### config.mk
export PLATFORM = sky130hd
export DESIGN_NAME = eprom_mode_decode
export DESIGN_NICKNAME = d
export VERILOG_FILES = /design/src/rtl/eprom_pkg.sv /design/src/rtl/eprom_mode_decode.sv
export SDC_FILE = /design/constraint.sdc
export NUM_CORES = 1
export LEC_CHECK = 0
export ABC_AREA = 1
export BUFFER_PORTS_ARGS = -buffer_cell sky130_fd_sc_hd__buf_2
export CORE_AREA = 2 2 39 41
export DETAILED_ROUTE_END_ITERATION = 10
export DIE_AREA = 0 0 41 43
export GPL_TIMING_DRIVEN = 0
export PLACE_DENSITY = 0.3
export SYNTH_ARGS = -nofsm -noshare
export SYNTH_HDL_FRONTEND = slang
export SYNTH_SLANG_ARGS = --single-unit
### constraint.sdc
create_clock -name vclk -period 0.9
set_input_delay 0.18 -clock vclk [all_inputs]
set_output_delay 0.18 -clock vclk [all_outputs]
set_load 0.005 [all_outputs]
### src/rtl/eprom_pkg.sv
package eprom_pkg;

  typedef enum logic [2:0] {
    M_STANDBY = 3'd0,
    M_OUTDIS  = 3'd1,
    M_READ    = 3'd2,
    M_PROG    = 3'd3,
    M_VERIFY  = 3'd4,
    M_INHIBIT = 3'd5,
    M_SIG     = 3'd6
  } mode_e;

  localparam int MODE_W = 3;
  localparam logic [7:0] ID_MAKER = 8'h97;
  localparam logic [7:0] ID_PART  = 8'hD6;

  function automatic logic mode_drives(mode_e m);
    return (m == M_READ) || (m == M_VERIFY) || (m == M_SIG);
  endfunction

endpackage

### src/rtl/eprom_mode_decode.sv
module eprom_mode_decode
  import eprom_pkg::*;
(
  input  logic  ce_n,
  input  logic  oe_n,
  input  logic  pgm_n,
  input  logic  vpp_hi,
  input  logic  id_hv,
  output mode_e mode,
  output logic  prog_en,
  output logic  drive
);

  always_comb begin
    if (ce_n) begin
      mode = M_STANDBY;
    end else if (!oe_n) begin
      if (vpp_hi) begin
        mode = pgm_n ? M_VERIFY : M_OUTDIS;
      end else if (id_hv) begin
        mode = M_SIG;
      end else begin
        mode = M_READ;
      end
    end else begin
      if (vpp_hi) begin
        mode = pgm_n ? M_INHIBIT : M_PROG;
      end else begin
        mode = M_OUTDIS;
      end
    end
  end

  assign prog_en = (mode == M_PROG);
  assign drive   = mode_drives(mode);

  // a write never coexists with a raised select or strobe, or with an active output enable
  always_comb begin
    p_inhibit_r5: assert (!(prog_en && (ce_n || pgm_n || !oe_n)));
    p_drive_excl_r11: assert ($onehot0({prog_en, drive}));
  end

endmodule

==> impl_metrics.tcl, run 1 <==
set metrics [dict create \
    postSynthAreaPerCell_sq_um 5.36 \
    io_buffer_count 10 \
    dp.final_hpwl_um 243 \
    fin_area_sq_um 145 \
    die_y_um 43 \
    report.final.slew_viol_count 0 \
    ioPinCount 10 \
    synth_top_family_by_area "compound AO/OA/AOI/OAI gates" \
    synth-warning-count 0 \
    routedWlPerCell_um 6.58 \
    yosys-mux-area-fraction_pct 0 \
    core-area_sq_um 1380 \
    crit_slowest_cell "a21oi_1" \
    syn-cell-area_sq_um 75.1 \
    die_w_um 41 \
    vias_per_cell 2.90 \
    seq_area_sq_um 0 \
    drtIter0Drc 0 \
    totalWireLength_um 263 \
    synthXorXnorAreaFrac_pct 0 \
    synth_area_leader_cell "a21oi_1" \
    antenna_cells 0 \
    status "finished, final reports clean" \
    gr-total-overflow 0 \
    fin_nets 31 \
    synth_top_area_share_pct 20.0 \
    p_comb_share_pct 100.0 \
    worst-setup-path-type "in2out" \
    antenna_found_initial 0 \
    synth_compound_area_share_pct 48.3 \
    synthSimpleGateAreaFrac_pct 26.7 \
    rsz0062_at_grt "yes" \
    gp_congestion 0.628 \
    power_mw 0.0580 \
    initial_utilization_pct 5.42 \
    final_common_cell "buf_2" \
    worst_setup_path_end_kind "primary output" \
    seq_power_share_pct 0 \
    post-cts-setup-buffer-count 0 \
    grt_pass1_wl_um 345 \
    drc 0 \
    max_freq_mhz 1140 \
    worstSetupStartpointType "input pin" \
    crit_chain "buf_2, inv_1, nand2_2, a21oi_1, buf_2" \
    dieArea_sq_um 1760 \
    postRouteAntennaNets 0 \
    grt_max_degree 5 \
    cpPeakStageDelay_ns 0.15 \
    p_switching_mw 0.0313 \
    synthTopCellsByArea "a21oi_1, nand2_2, o211ai_2" \
    mostFrequentLayoutCells "buf_2, inv_2, a21oi_1" \
    dr.pass1.iters 1 \
    intPower_mw 0.0267 \
    seq_area_frac_synth_pct 0 \
    power.leakage_nw 0.0905 \
    synthAdderAreaFrac_pct 0 \
    n_clock_buffer 0 \
    clkPwrFrac_pct 0 \
    cap_violations 0 \
    ys_types 7 \
    crit_path_end "mode[1]" \
    hold_class "in2out" \
    crit_start "pgm_n" \
    period_needed_ns 0.875 \
    setup_viol 0 \
    relSlewSlack_pct 92.1 \
    grt_pass1_vias 84 \
    cp.arrival_ns 0.69 \
    cp_max_fo 4 \
    fin_crit_sh_pct 97.2 \
    ir_drop_v 0.0000634 \
    fin_setup_tns_ns 0 \
    num_rows 14 \
    required_ns 0.72 \
    track_usage_pct 2.60 \
    synth_cells 14 \
    power.density_nw_per_um2 400 \
    num_vias 116 \
    syn_nets 19 \
    hold_viol 0 \
    area_growth_pct 93.3 \
    worst_pin_slew_ns 0.119 \
    path_common_cell "buf_2" \
    placed_area_sq_um 145 \
    swShare_pct 54.0 \
    seq_cells 0 \
    drive_above_1_share_pct 70.8 \
]
critical path: cells and delay by family:
kind	cells	cell delay, ns
buf+inv	3	0.30
compound gates	1	0.15
simple gates	1	0.08
power by group through the flow:
stage / Combinational (mW) / Clock, mW / Sequential [mW]
floorplan: 0.0276 / 0 / 0
global placement: 0.0585 / 0 / 0
detailed placement: 0.0587 / 0 / 0
CTS: 0.0589 / 0 / 0
global route: 0.0637 / 0 / 0
finish: 0.0580 / 0 / 0
per-layer routing:
metal  track usage (%)  part of all wire (%)  vias up
met2              3.44                    36        6
li1                  -                     -       63
met5                 0                     0        -
met4                 0                     0        0
met3                 0                    12        0
met1              4.75                    52       47
per-stage QoR:
step                hold WS [ns]  setup slack (ns)  utilization [%]  instances
CTS                        0.607            0.0126             10.5         40
detailed placement         0.606            0.0185             10.5         40
finish                     0.603            0.0254             10.5         40
floorplan                  0.388             0.267                -         14
global route               0.618           -0.0104             10.5         40
global placement           0.608            0.0247             10.5         40
logic make-up (layout without fill, tap and decap cells):
kind of cell           Yosys count  in the layout
AO/OA/AOI/OAI                    5              5
buffers and inverters            5             15
AND/OR/NAND/NOR                  4              4
worst min-delay path by stage:
| stage | cells after the start | to | slack (ns) | start |
|---|---|---|---|---|
| after global routing | 3 | mode[0] | 0.62 | ce_n |
| after floorplan | 1 | mode[0] | 0.39 | ce_n |
| after global placement | 3 | mode[0] | 0.61 | ce_n |
| final | 3 | mode[0] | 0.60 | ce_n |
| after CTS | 3 | mode[0] | 0.61 | ce_n |
| after detailed placement | 3 | mode[0] | 0.61 | ce_n |
what timing repair did:
action,in CTS,in global routing
endpoints found under the setup margin,0,2
hold buffers,0,0
gates resized for setup,0,1
area by class of cell:
cell class,instances,area [sq um]
inverters,5,18.8
multi-input cells,9,56.3
fillers,164,1240
repair buffers,10,50.0
well taps,16,20.0
Yosys cell counts:
master and instances:
a21oi_1 3, inv_1 3, inv_2 2, nand2_2 2, nor2_1 2, o211ai_2 1
o21ai_2 1
No activity file was read; power rests on OpenSTA's default activity.
==> run 2, diff against run 1 <==
Settings changed: BUFFER_PORTS_ARGS -buffer_cell sky130_fd_sc_hd__buf_2 to -buffer_cell sky130_fd_sc_hd__buf_4, SLEW_MARGIN set to 5.
==> impl_metrics.tcl, run 2 (same netlist as run 1, synthesis figures left out) <==
set metrics [dict create \
    period_needed_ns 0.877 \
    cap_violations 0 \
    status "finished, final reports clean" \
    worst-setup-path-type "in2out" \
    power_mw 0.0731 \
    multi_input_area_sq_um 60.1 \
    power.leakage_nw 0.0973 \
    seq_cells 0 \
    postRouteAntennaNets 0 \
    p_switching_mw 0.0332 \
    dieArea_sq_um 1760 \
    drive_above_1_share_pct 70.8 \
    dr.pass1.iters 1 \
    die_y_um 43 \
    gp_congestion 0.657 \
    mostFrequentLayoutCells "buf_4, inv_1" \
    area_growth_pct 132 \
    n_clock_buffer 0 \
    fin_nets 31 \
    p_comb_share_pct 100.0 \
    ir_drop_v 0.000113 \
    hold_class "in2out" \
    worstSetupStartpointType "input pin" \
    track_usage_pct 2.90 \
    final_common_cell "buf_4" \
    hold_viol 0 \
    report.final.slew_viol_count 0 \
    fin_crit_sh_pct 97.4 \
    routedWlPerCell_um 6.75 \
    cp_max_fo 3 \
    io_buffer_count 10 \
    max_freq_mhz 1140 \
    seq_power_share_pct 0 \
    num_vias 115 \
    antenna_cells 0 \
    die_w_um 41 \
    setup_viol 0 \
    grt_max_degree 5 \
    drc 0 \
    intPower_mw 0.0399 \
    fin_setup_tns_ns 0 \
    worst_pin_slew_ns 0.143 \
    rsz0062_at_grt "yes" \
    clkPwrFrac_pct 0 \
    core-area_sq_um 1380 \
    relSlewSlack_pct 90.4 \
    fill_cells 164 \
    gr-total-overflow 0 \
    power.density_nw_per_um2 420 \
    vias_per_cell 2.88 \
    drtIter0Drc 0 \
    cp.arrival_ns 0.70 \
    num_rows 14 \
    swShare_pct 45.4 \
    seq_area_sq_um 0 \
    ioPinCount 10 \
    grt_pass1_wl_um 379 \
    totalWireLength_um 270 \
    grt_pass1_vias 98 \
    worst_setup_path_end_kind "primary output" \
    required_ns 0.72 \
    antenna_found_initial 0 \
    initial_utilization_pct 5.42 \
]
run 2: cell counts in the layout (fill, tap and decap cells not counted):
No cell type changed its count.
run 2: timing repair:
item,4_1_cts,5_1_grt
pin swaps,0,1
gates resized for setup,1,0
hold buffers,0,0
buffers inserted,0,0
cloned,0,0
setup endpoints to repair,1,2
run 2: metal layers:
metal  GRT usage [%]  vias up  share of wire [%]
li1                -       64                  -
met1            4.11       45                 48
met2            4.69        6                 40
met3           0.524        0                 11
met4               0        0                  0
met5               0        -                  0
run 2: final timing paths:
check,start,to,slack (ns),cells past startpoint
max,vpp_hi,mode[1],0.02,5
min,ce_n,mode[0],0.61,3
run 2: metrics by stage:
| stage | util [%] | hold slack, ns | instances | setup WS, ns | area, sq um |
|---|---|---|---|---|---|
| 2_1_floorplan | - | 0.388 | 14 | 0.267 | 75.1 |
| 3_3_place_gp | 12.3 | 0.612 | 40 | 0.0151 | 170 |
| 3_5_place_dp | 12.3 | 0.610 | 40 | 0.00470 | 170 |
| 4_1_cts | 12.6 | 0.610 | 40 | 0.0211 | 174 |
| 5_1_grt | 12.6 | 0.614 | 40 | -0.00759 | 174 |
| 6_report | 12.6 | 0.609 | 40 | 0.0235 | 174 |
run 2: power groups by stage:
stage | Combinational, mW | Sequential (mW) | Clock [mW]
2_1_floorplan | 0.0276 | 0 | 0
3_5_place_dp | 0.0720 | 0 | 0
5_1_grt | 0.0799 | 0 | 0
6_report | 0.0731 | 0 | 0
3_3_place_gp | 0.0714 | 0 | 0
4_1_cts | 0.0744 | 0 | 0
run 2: critical path: stages:
cell and delay, ns:
buf_4 0.12, inv_1 0.09, o21ai_2 0.07, a21oi_2 0.11, buf_4 0.12
run 2: final cells by class:
class	instances	area share, %
multi-input cells	9	34.5
inverters	5	10.8
repair buffers	10	43.2
well taps	16	11.5
